File: src/rtl/ssadc_pkg.sv
`timescale 1ns/1ps
// Shared types for the single-slope conversion back-end.
package ssadc_pkg;
   typedef enum logic [1:0] {
      PH_IDLE  = 2'd0,
      PH_SWEEP = 2'd1,
      PH_DRAIN = 2'd2
   } phase_e;
endpackage

File: src/rtl/ssadc_edge_sync.sv
`timescale 1ns/1ps
// Per-channel synchronizer followed by rising-edge detection.
module ssadc_edge_sync #(
   parameter int NCH    = 32,
   parameter int STAGES = 2
) (
   input  logic           clk,
   input  logic           rst_n,
   input  logic [NCH-1:0] async_i,
   output logic [NCH-1:0] rise_o
);
   for (genvar g = 0; g < NCH; g++) begin : g_ch
      // STAGES synchronizing flops plus one history flop
      logic [STAGES:0] pipe_q;
      always_ff @(posedge clk or negedge rst_n) begin
         if (!rst_n) pipe_q <= '0;
         else        pipe_q <= {pipe_q[STAGES-1:0], async_i[g]};
      end
      assign rise_o[g] = pipe_q[STAGES-1] & ~pipe_q[STAGES];
   end
endmodule

File: src/rtl/ssadc_capture.sv
`timescale 1ns/1ps
// One result register per channel, written on the first rising edge in a sweep.
module ssadc_capture #(
   parameter int NCH = 32,
   parameter int CW  = 11
) (
   input  logic              clk,
   input  logic              rst_n,
   input  logic              clear_i,
   input  logic              arm_i,
   input  logic [NCH-1:0]    rise_i,
   input  logic [CW-1:0]     count_i,
   output logic [NCH*CW-1:0] words_o
);
   for (genvar g = 0; g < NCH; g++) begin : g_ch
      logic          hit_q;
      logic [CW-1:0] code_q;
      always_ff @(posedge clk or negedge rst_n) begin
         if (!rst_n) begin
            hit_q  <= 1'b0;
            code_q <= '0;
         end else if (clear_i) begin
            hit_q  <= 1'b0;
            code_q <= '0;
         end else if (arm_i && rise_i[g] && !hit_q) begin
            hit_q  <= 1'b1;
            code_q <= count_i;
         end
      end
      // a channel that never fired reads full scale
      assign words_o[g*CW +: CW] = hit_q ? code_q : {CW{1'b1}};
   end
endmodule

File: src/rtl/ssadc_lanes.sv
`timescale 1ns/1ps
// Parallel-load, MSB-first shift registers, one per lane.
module ssadc_lanes #(
   parameter int NCH   = 32,
   parameter int CW    = 11,
   parameter int NLANE = 4
) (
   input  logic              clk,
   input  logic              rst_n,
   input  logic              load_i,
   input  logic              shift_i,
   input  logic [NCH*CW-1:0] words_i,
   output logic [NLANE-1:0]  sdata_o
);
   localparam int WPL   = NCH / NLANE;
   localparam int LBITS = WPL * CW;

   for (genvar k = 0; k < NLANE; k++) begin : g_lane
      logic [LBITS-1:0] pack;
      logic [LBITS-1:0] sr_q;
      always_comb begin
         pack = '0;
         for (int w = 0; w < WPL; w++) begin
            pack[LBITS-1-w*CW -: CW] = words_i[(k*WPL+w)*CW +: CW];
         end
      end
      always_ff @(posedge clk or negedge rst_n) begin
         if (!rst_n)       sr_q <= '0;
         else if (load_i)  sr_q <= pack;
         else if (shift_i) sr_q <= {sr_q[LBITS-2:0], 1'b0};
      end
      assign sdata_o[k] = sr_q[LBITS-1];
   end
endmodule

File: src/rtl/ssadc_backend.sv
`timescale 1ns/1ps
// Shared-counter single-slope conversion back-end with lane serializer.
module ssadc_backend
   import ssadc_pkg::*;
#(
   parameter int NCH         = 32,
   parameter int CW          = 11,
   parameter int NLANE       = 4,
   parameter int SYNC_STAGES = 2
) (
   input  logic             clk,
   input  logic             rst_n,
   input  logic             start_i,
   input  logic [NCH-1:0]   cmp_i,
   input  logic             rd_en_i,
   output logic             ramp_on_o,
   output logic             done_o,
   output logic [NLANE-1:0] sdata_o
);
   localparam int            WPL     = NCH / NLANE;
   localparam int            LBITS   = WPL * CW;
   localparam int            BCW     = $clog2(LBITS);
   localparam logic [CW-1:0] CNT_MAX = {CW{1'b1}};
   localparam logic [BCW-1:0] BIT_LAST = BCW'(LBITS - 1);

   // elaboration-time parameter checks
   if (NCH % NLANE != 0) begin : g_bad_split
      $error("NCH must be a multiple of NLANE");
   end
   if (CW < 2) begin : g_bad_cw
      $error("CW must be at least 2");
   end
   if (SYNC_STAGES < 2) begin : g_bad_sync
      $error("SYNC_STAGES must be at least 2");
   end

   phase_e            phase_q;
   logic [CW-1:0]     cnt_q;
   logic [BCW-1:0]    bit_q;
   logic              done_q;
   logic [NCH-1:0]    rise;
   logic [NCH*CW-1:0] words;
   logic              accept, sweeping, draining, last_cnt, load, shift;

   assign accept   = (phase_q == PH_IDLE) && start_i;
   assign sweeping = (phase_q == PH_SWEEP);
   assign draining = (phase_q == PH_DRAIN);
   assign last_cnt = sweeping && (cnt_q == CNT_MAX);
   assign load     = last_cnt;
   assign shift    = draining && rd_en_i;

   always_ff @(posedge clk or negedge rst_n) begin
      if (!rst_n) begin
         phase_q <= PH_IDLE;
         cnt_q   <= '0;
         bit_q   <= '0;
         done_q  <= 1'b0;
      end else begin
         done_q <= 1'b0;
         unique case (phase_q)
            PH_IDLE: if (start_i) begin
               phase_q <= PH_SWEEP;
               cnt_q   <= '0;
            end
            PH_SWEEP: if (cnt_q == CNT_MAX) begin
               phase_q <= PH_DRAIN;
               done_q  <= 1'b1;
               bit_q   <= '0;
            end else begin
               cnt_q <= cnt_q + 1'b1;
            end
            PH_DRAIN: if (rd_en_i) begin
               if (bit_q == BIT_LAST) phase_q <= PH_IDLE;
               else                   bit_q   <= bit_q + 1'b1;
            end
            default: phase_q <= PH_IDLE;
         endcase
      end
   end

   ssadc_edge_sync #(.NCH(NCH), .STAGES(SYNC_STAGES)) i_sync (
      .clk(clk), .rst_n(rst_n), .async_i(cmp_i), .rise_o(rise)
   );

   ssadc_capture #(.NCH(NCH), .CW(CW)) i_cap (
      .clk(clk), .rst_n(rst_n), .clear_i(accept), .arm_i(sweeping),
      .rise_i(rise), .count_i(cnt_q), .words_o(words)
   );

   ssadc_lanes #(.NCH(NCH), .CW(CW), .NLANE(NLANE)) i_lanes (
      .clk(clk), .rst_n(rst_n), .load_i(load), .shift_i(shift),
      .words_i(words), .sdata_o(sdata_o)
   );

   assign ramp_on_o = sweeping;
   assign done_o    = done_q;
endmodule

File: config.mk
export PLATFORM = sky130hd
export DESIGN_NAME = ssadc_backend
export DESIGN_NICKNAME = d
export VERILOG_FILES = /design/src/rtl/ssadc_pkg.sv /design/src/rtl/ssadc_edge_sync.sv /design/src/rtl/ssadc_capture.sv /design/src/rtl/ssadc_lanes.sv /design/src/rtl/ssadc_backend.sv
export SDC_FILE = /design/constraint.sdc
export NUM_CORES = 1
export LEC_CHECK = 0
export BUFFER_PORTS_ARGS = -buffer_cell sky130_fd_sc_hd__buf_2
export CAP_MARGIN = 25
export CORE_MARGIN = 1.5
export CORE_UTILIZATION = 45
export DETAILED_ROUTE_END_ITERATION = 12
export GPL_TIMING_DRIVEN = 0
export PLACE_DENSITY = 0.65
export SLEW_MARGIN = 20
export SYNTH_ARGS = -nofsm -noshare
export SYNTH_HDL_FRONTEND = slang
export SYNTH_HIERARCHICAL = 1
export SYNTH_SLANG_ARGS = --single-unit
File: constraint.sdc
create_clock -name clk -period 2.2 [get_ports clk]
set_input_delay 0.33 -clock clk [delete_from_list [all_inputs] [get_ports clk]]
set_output_delay 0.33 -clock clk [all_outputs]
set_load 0.05 [all_outputs]
* Word-level counts from Yosys, hierarchy flattened
Index checks and enable logic that the tools add are counted.
Storage, ports and cells: flip-flop bits (word level) 853, input bits 36, output and inout bits 6, logic and storage cells 500
Cells by class: $add $sub $neg 2, reductions and logical operators 138, bitwise operators 64, multiplexer cells 182, eq/ne operators 10
Operators with widths (number):
- 11-bit two-way mux | 98
- 88-bit two-way mux | 8
- 2-bit nonzero test | 35
- 1-bit logical AND | 67
- 1-bit two-way mux | 66
- 1-bit bitwise AND | 32
- 1-bit logical NOT | 32
- 1-bit inverter | 32
- 11-bit case mux with 2 select lines | 1
- 7-bit two-way mux | 3
- 7-bit case mux with 2 select lines | 1
- 11-bit by 1-bit adder with 11-bit output (second input constant) | 1
- 11-bit == test (second input constant) | 1
- 2-bit inequality test (second input constant) | 5
- 2-bit two-way mux | 4
- 4-bit AND reduction | 2
- 7-bit by 1-bit adder with 7-bit output (second input constant) | 1
- 7-bit == test (second input constant) | 1
- 2-bit case mux with 3 select lines | 1
- 3-bit AND reduction | 1
- 2-bit by 1-bit == test with 1-bit output (second input constant) | 1
- 2-bit == test (second input constant) | 1
- 2-bit logical NOT | 1
- 2-bit by 1-bit inequality test with 1-bit output (second input constant) | 1

* Longest topological paths before layout
depth after elaboration 6, gate-level depth with buffers 9, depth with buffers taken out 6

* By module
Netlist, hierarchy kept.
By module, submodules not included:
- ssadc_capture | cells each 1697, sequential area each 9609.2 sq um, instances 1, area each 19003.2 sq um
- ssadc_lanes | cells each 1529, sequential area each 8808.4 sq um, instances 1, area each 16159.2 sq um
- ssadc_edge_sync | cells each 128, sequential area each 2402.3 sq um, instances 1, area each 2842.7 sq um
- ssadc_backend | cells each 114, sequential area each 525.5 sq um, instances 1, area each 1129.8 sq um

* Worst setup path after synthesis
Ideal clock, no wire load.
kind register to register, start register cnt_q[0], end register i_lanes.g_lane[0].sr_q[10], data arrival time 1.884 ns, stages on the path, launching flop included 9, path buffers 3, clock period less this slack 2.016 ns, setup time 0.132 ns, data required time 2.068 ns, slack 0.184 ns, cells stage by stage dfrtp_1 -> ha_1 -> and3_1 -> nand3_1 -> nor3_1 -> buf_4 -> buf_2 -> clkbuf_1 -> o21ai_1
On the way: cells in the longest elaborated chain, start to end 3, elaborated cells on any way between the ends 4, classes of those cells eq/ne: 1; mux: 1; reduce/logical: 2
RTL lines:
- from (decl) | RTL line ssadc_backend.sv:38 | logic [CW-1:0] cnt_q;
- from (signal assigned) | RTL line ssadc_backend.sv:70 | cnt_q <= cnt_q + 1'b1;
- 11-bit == test (*) | RTL line ssadc_backend.sv:48 | assign last_cnt = sweeping && (cnt_q == CNT_MAX);
- 1-bit logical AND (*) | RTL line ssadc_backend.sv:48
- named net last_cnt | RTL line ssadc_backend.sv:43 | logic accept, sweeping, draining, last_cnt, load, shift;
- 88-bit two-way mux or 2-bit nonzero test (tied branches)
- to (signal assigned) | RTL line ssadc_lanes.sv:29 | else if (load_i) sr_q <= pack;
- to (signal assigned) | RTL line ssadc_lanes.sv:30 | else if (shift_i) sr_q <= {sr_q[LBITS-2:0], 1'b0};
- to (decl) | RTL line ssadc_lanes.sv:20 | logic [LBITS-1:0] sr_q;
The timed path passes the listed nets; every way through them passes the cells marked *. A chain may end at the register's enable or synchronous reset.

* Final worst setup path
start register phase_q[0], end register i_cap.g_ch[3].code_q[7]
On the way: elaborated cells on any way between the ends 7, classes of those cells eq/ne: 1; mux: 1; reduce/logical: 5
RTL lines:
- from (decl) | RTL line ssadc_backend.sv:37 | phase_e phase_q;
- from (signal assigned) | RTL line ssadc_backend.sv:54 | phase_q <= PH_IDLE;
- from (signal assigned) | RTL line ssadc_backend.sv:62 | phase_q <= PH_SWEEP;
- from (signal assigned) | RTL line ssadc_backend.sv:66 | phase_q <= PH_DRAIN;
- 2-bit logical NOT (*) | RTL line ssadc_backend.sv:45 | assign accept = (phase_q == PH_IDLE) && start_i;
- 1-bit logical AND (*) | RTL line ssadc_backend.sv:45
- named net accept | RTL line ssadc_backend.sv:43
- 11-bit two-way mux or 2-bit nonzero test (tied branches)
- to (signal assigned) | RTL line ssadc_capture.sv:27 | code_q <= count_i;
- to (decl) | RTL line ssadc_capture.sv:17 | logic [CW-1:0] code_q;
Marked as above.

==> flow_summary.toml <==
[run_status]
outcome = "finished, violations left"
failed_checks = "hold timing"

[cts]
clkTransAtPathRegs_ps = 60
cts_root_buf = "clkbuf_16"
cts_buffers = 93
htreeDepth = 3
clock_latency_ps = 660
cts_hold_buffers = 33
cts_buffer_depth = 3
cts_tree = "done"
numClockSinks = 853

[layout]
drive_gt1_frac = 0.1309
final_nets = 3688
area_delta_synth_final_pct = 15.37
fillers = 7597
final_cells = 4874
multi_input_area_um2 = 16290
regArea_um2 = 21350

[route]
wire_per_inst_um = 18.19
dr.first_iter.drc_count = 1743
avgViaCountPerCell = 5.037
drc_errors = 0
vias = 24550
dr.pass1.iters = 5
routed_wl_um = 88650
ant_nets = 0

[yosys]
synth_top_area_frac = 0.5454
synth_edf_count = 0
async_flop_share = 1.000
yosys_warnings = 6
ys_ff_latch = 853
synth_top_area_cell = "dfrtp_1"
syn_inst = 3468
synth_ff_type = "dfrtp_1"
ys_seq_area_frac = 0.5454
synth_cell_types = 47
syn_avg_cell_area_um2 = 11.28
synth_fp_nets = 3506
yosys-top-cells-area = "dfrtp_1 55%, mux2i_1 18%, nand2b_1 12%"
syn_area_um2 = 39140

[place]
dp_hpwl_um = 55340
dpl_worst_slack_ps = -1247
gp_congestion = 0.7530
io_buffer_count = 41
dp.cells = 4660

[global_routing]
track_usage = 0.2039
grt_pass1_vias = 25280
grt_max_degree = 132
overflow = 0
antenna_found_initial = 1
grt_pass1_wl_um = 143800

[floorplanning]
dieArea_um2 = 88740
io_pins = 42
core-area_um2 = 85680
num_rows = 107
die_x_um = 297.9
initial_core_util = 0.4567
die_h_um = 297.9

[worst_setup_path]
crit_arrival_ps = 2650
r2r_start = "phase_q[0]$_DFFE_PN0P_"
critPathCaptureType = "flop"
crit_slowest_cell = "dfrtp_1"
rr_endpoint = "i_cap/g_ch[3].code_q[7]$_DFFE_PN0P_"
critPathLaunchType = "flop"
crit_fanout = 10
worstPathCellList = "nor3b_2, buf_4, buf_2, nand2b_1, buf_4, mux2i_1"
cpMostUsedCell = "buf_4"
r2r_setup_slack_ps = 70
cp.required_ps = 2720
criticalPathCategory = "reg -> reg"
critPathMaxStageDelay_ps = 460
r2r_cells = 6

[power]
cellPowerDensity_nw_per_um2 = 875.6
vdd_ir_drop_max_mv = 0.6377
leakagePower_nw = 20.48

[flow_run]
timing.max_cap.violations = 0

[timing]
finalCriticalPeriod_ps = 2131
finalCritPeriodShare = 0.9689
finalSetupViolations = 0
tightest_slew_ps = 740.2
clock_skew_ps = 33.65
tns_ps = 0
slew_viol_final = 0
whs_ps = -355.2
relSlewSlack = 0.5065
hold_viol = 106
clock.fmax_mhz = 469.2
setup_ws_ps = 68.53
rsz0062_at_grt = "yes"

[hold_path]
hold_path.class = "in -> async"
-- logic make-up (layout without fill, tap and decap cells) --
group | after synthesis | count (layout) | share of synthesized area
AOI/OAI and AO/OA | 415 | 415 | 0.05515
and+or+nand+nor | 1216 | 1216 | 0.1796
other | 0 | 1 | 0
muxes | 703 | 703 | 0.1798
buffers and inverters | 279 | 540 | 0.03939
DFF | 853 | 853 | 0.5454
adders and majority gates | 2 | 2 | 0.0006393
-- layout by cell type (no fill, tap or decap), drive strengths merged, types with 2 or more instances in the layout --
cell type | netlist | final
and3 | 5 | 5
nand2 | 363 | 363
buf | 143 | 205
a21oi | 38 | 38
nand3b | 32 | 32
dfrtp | 853 | 853
a41oi | 2 | 2
clkinv | 0 | 21
bufinv | 0 | 10
inv | 7 | 10
a21o | 2 | 2
nand2b | 724 | 724
a211o | 3 | 3
nor2b | 34 | 34
o21ai | 354 | 354
clkinvlp | 0 | 8
a31oi | 9 | 9
mux2i | 702 | 702
nand3 | 9 | 9
nor2 | 35 | 35
nor4 | 3 | 3
clkbuf | 129 | 253
dlygate4sd3 | 0 | 33
and3b | 2 | 2
ha | 2 | 2
nor3 | 4 | 4
-- report_power, final --
part	internal [mW]	switching [mW]	leakage, nW	total, mW
sequential	17.1	0.784	9.36	17.9
combinational	2.03	3.22	9.53	5.25
clock	9.81	6.56	1.59	16.4
total	29.0	10.6	20.5	39.5
-- repair_timing --
item / in CTS / in global routing
hold endpoints to repair: 140 / 106
gates resized for setup: 182 / 75
setup buffers: 4 / 1
pin swaps: 1 / 0
endpoints found under the setup margin: 717 / 467
cloned: 1 / 0
-- flip-flops by register name (all words and copies together) (netlist names) --
register	flops
phase_q	2
i_cap/g_ch.hit_q	32
i_lanes/g_lane.sr_q	352
i_sync/g_ch.pipe_q	96
cnt_q	11
done_o	1
i_cap/g_ch.code_q	352
bit_q	7
-- worst max-delay path: cells and delay by family (launching register included) --
family	cells	cell delay [ps]
buffers and inverters	3	830
AND/OR/NAND/NOR	2	600
flip-flops	1	460
multiplexers	1	110
-- per-stage QoR --
stage | hold WS, ps | util | instance area, um^2 | total power, mW
floorplan | 34.41 | - | 39140 | 20.94
global placement | 331.7 | 0.4758 | 40770 | 23.10
detailed placement | 334.7 | 0.4783 | 40980 | 23.21
CTS | -366.7 | 0.5256 | 45040 | 39.99
global route | -330.5 | 0.5269 | 45150 | 41.28
finish | -355.2 | 0.5269 | 45150 | 39.53
-- area by class of cell --
type	count	share of cell area
clock buffer	132	0.05994
buffer	272	0.04398
tap	1144	0.03170
clock inverter	42	0.01236
antenna	1	0.00005542
multi-input combinational	2336	0.3607
timing repair buffer	87	0.01787
sequential	853	0.4728
inverter	7	0.0005820
-- worst max-delay path by stage --
stage                     slack (ps)                                     end              startpoint  cells past startpoint
after detailed placement       -1250   i_lanes/g_lane[2].sr_q[3]$_DFFE_PN0P_    cnt_q[0]$_DFFE_PN0P_                      8
final                             70     i_cap/g_ch[3].code_q[7]$_DFFE_PN0P_  phase_q[0]$_DFFE_PN0P_                      6
after CTS                          6  i_lanes/g_lane[0].sr_q[66]$_DFFE_PN0P_    cnt_q[1]$_DFFE_PN0P_                     10
after global placement        -17860  i_lanes/g_lane[0].sr_q[16]$_DFFE_PN0P_                   rst_n                      1
after global routing             -10    i_cap/g_ch[27].code_q[5]$_DFFE_PN0P_  phase_q[0]$_DFFE_PN0P_                      6
after floorplan                  180  i_lanes/g_lane[0].sr_q[10]$_DFFE_PN0P_    cnt_q[0]$_DFFE_PN0P_                      8
-- Yosys cell counts, types with 2 or more instances --
cell and number:
and3b_1 2, buf_4 18, inv_1 6, nor2_1 35
buf_6 41, a21oi_1 38, nand3b_4 10, nand3_1 8
ha_1 2, a41oi_1 2, and3_1 5, mux2i_1 702
buf_2 82, nand2_1 363, nor3_1 4, o21ai_1 277
clkbuf_1 129, a211o_1 2, a31oi_1 9, o21ai_0 77
nand3b_1 22, nand2b_1 724, nor2b_4 32, dfrtp_1 853
nor4_2 2, nor2b_1 2
-- routing by layer --
layer | wire (um) | GRT usage | vias to the layer above
met1 | 43280 | 0.2952 | 12140
met2 | 40140 | 0.3198 | 346
met3 | 3216 | 0.03085 | 126
li1 | - | - | 11940
met4 | 2012 | 0.05378 | 0
met5 | 0 | 0 | -
Power figures use the tool's default switching activity.
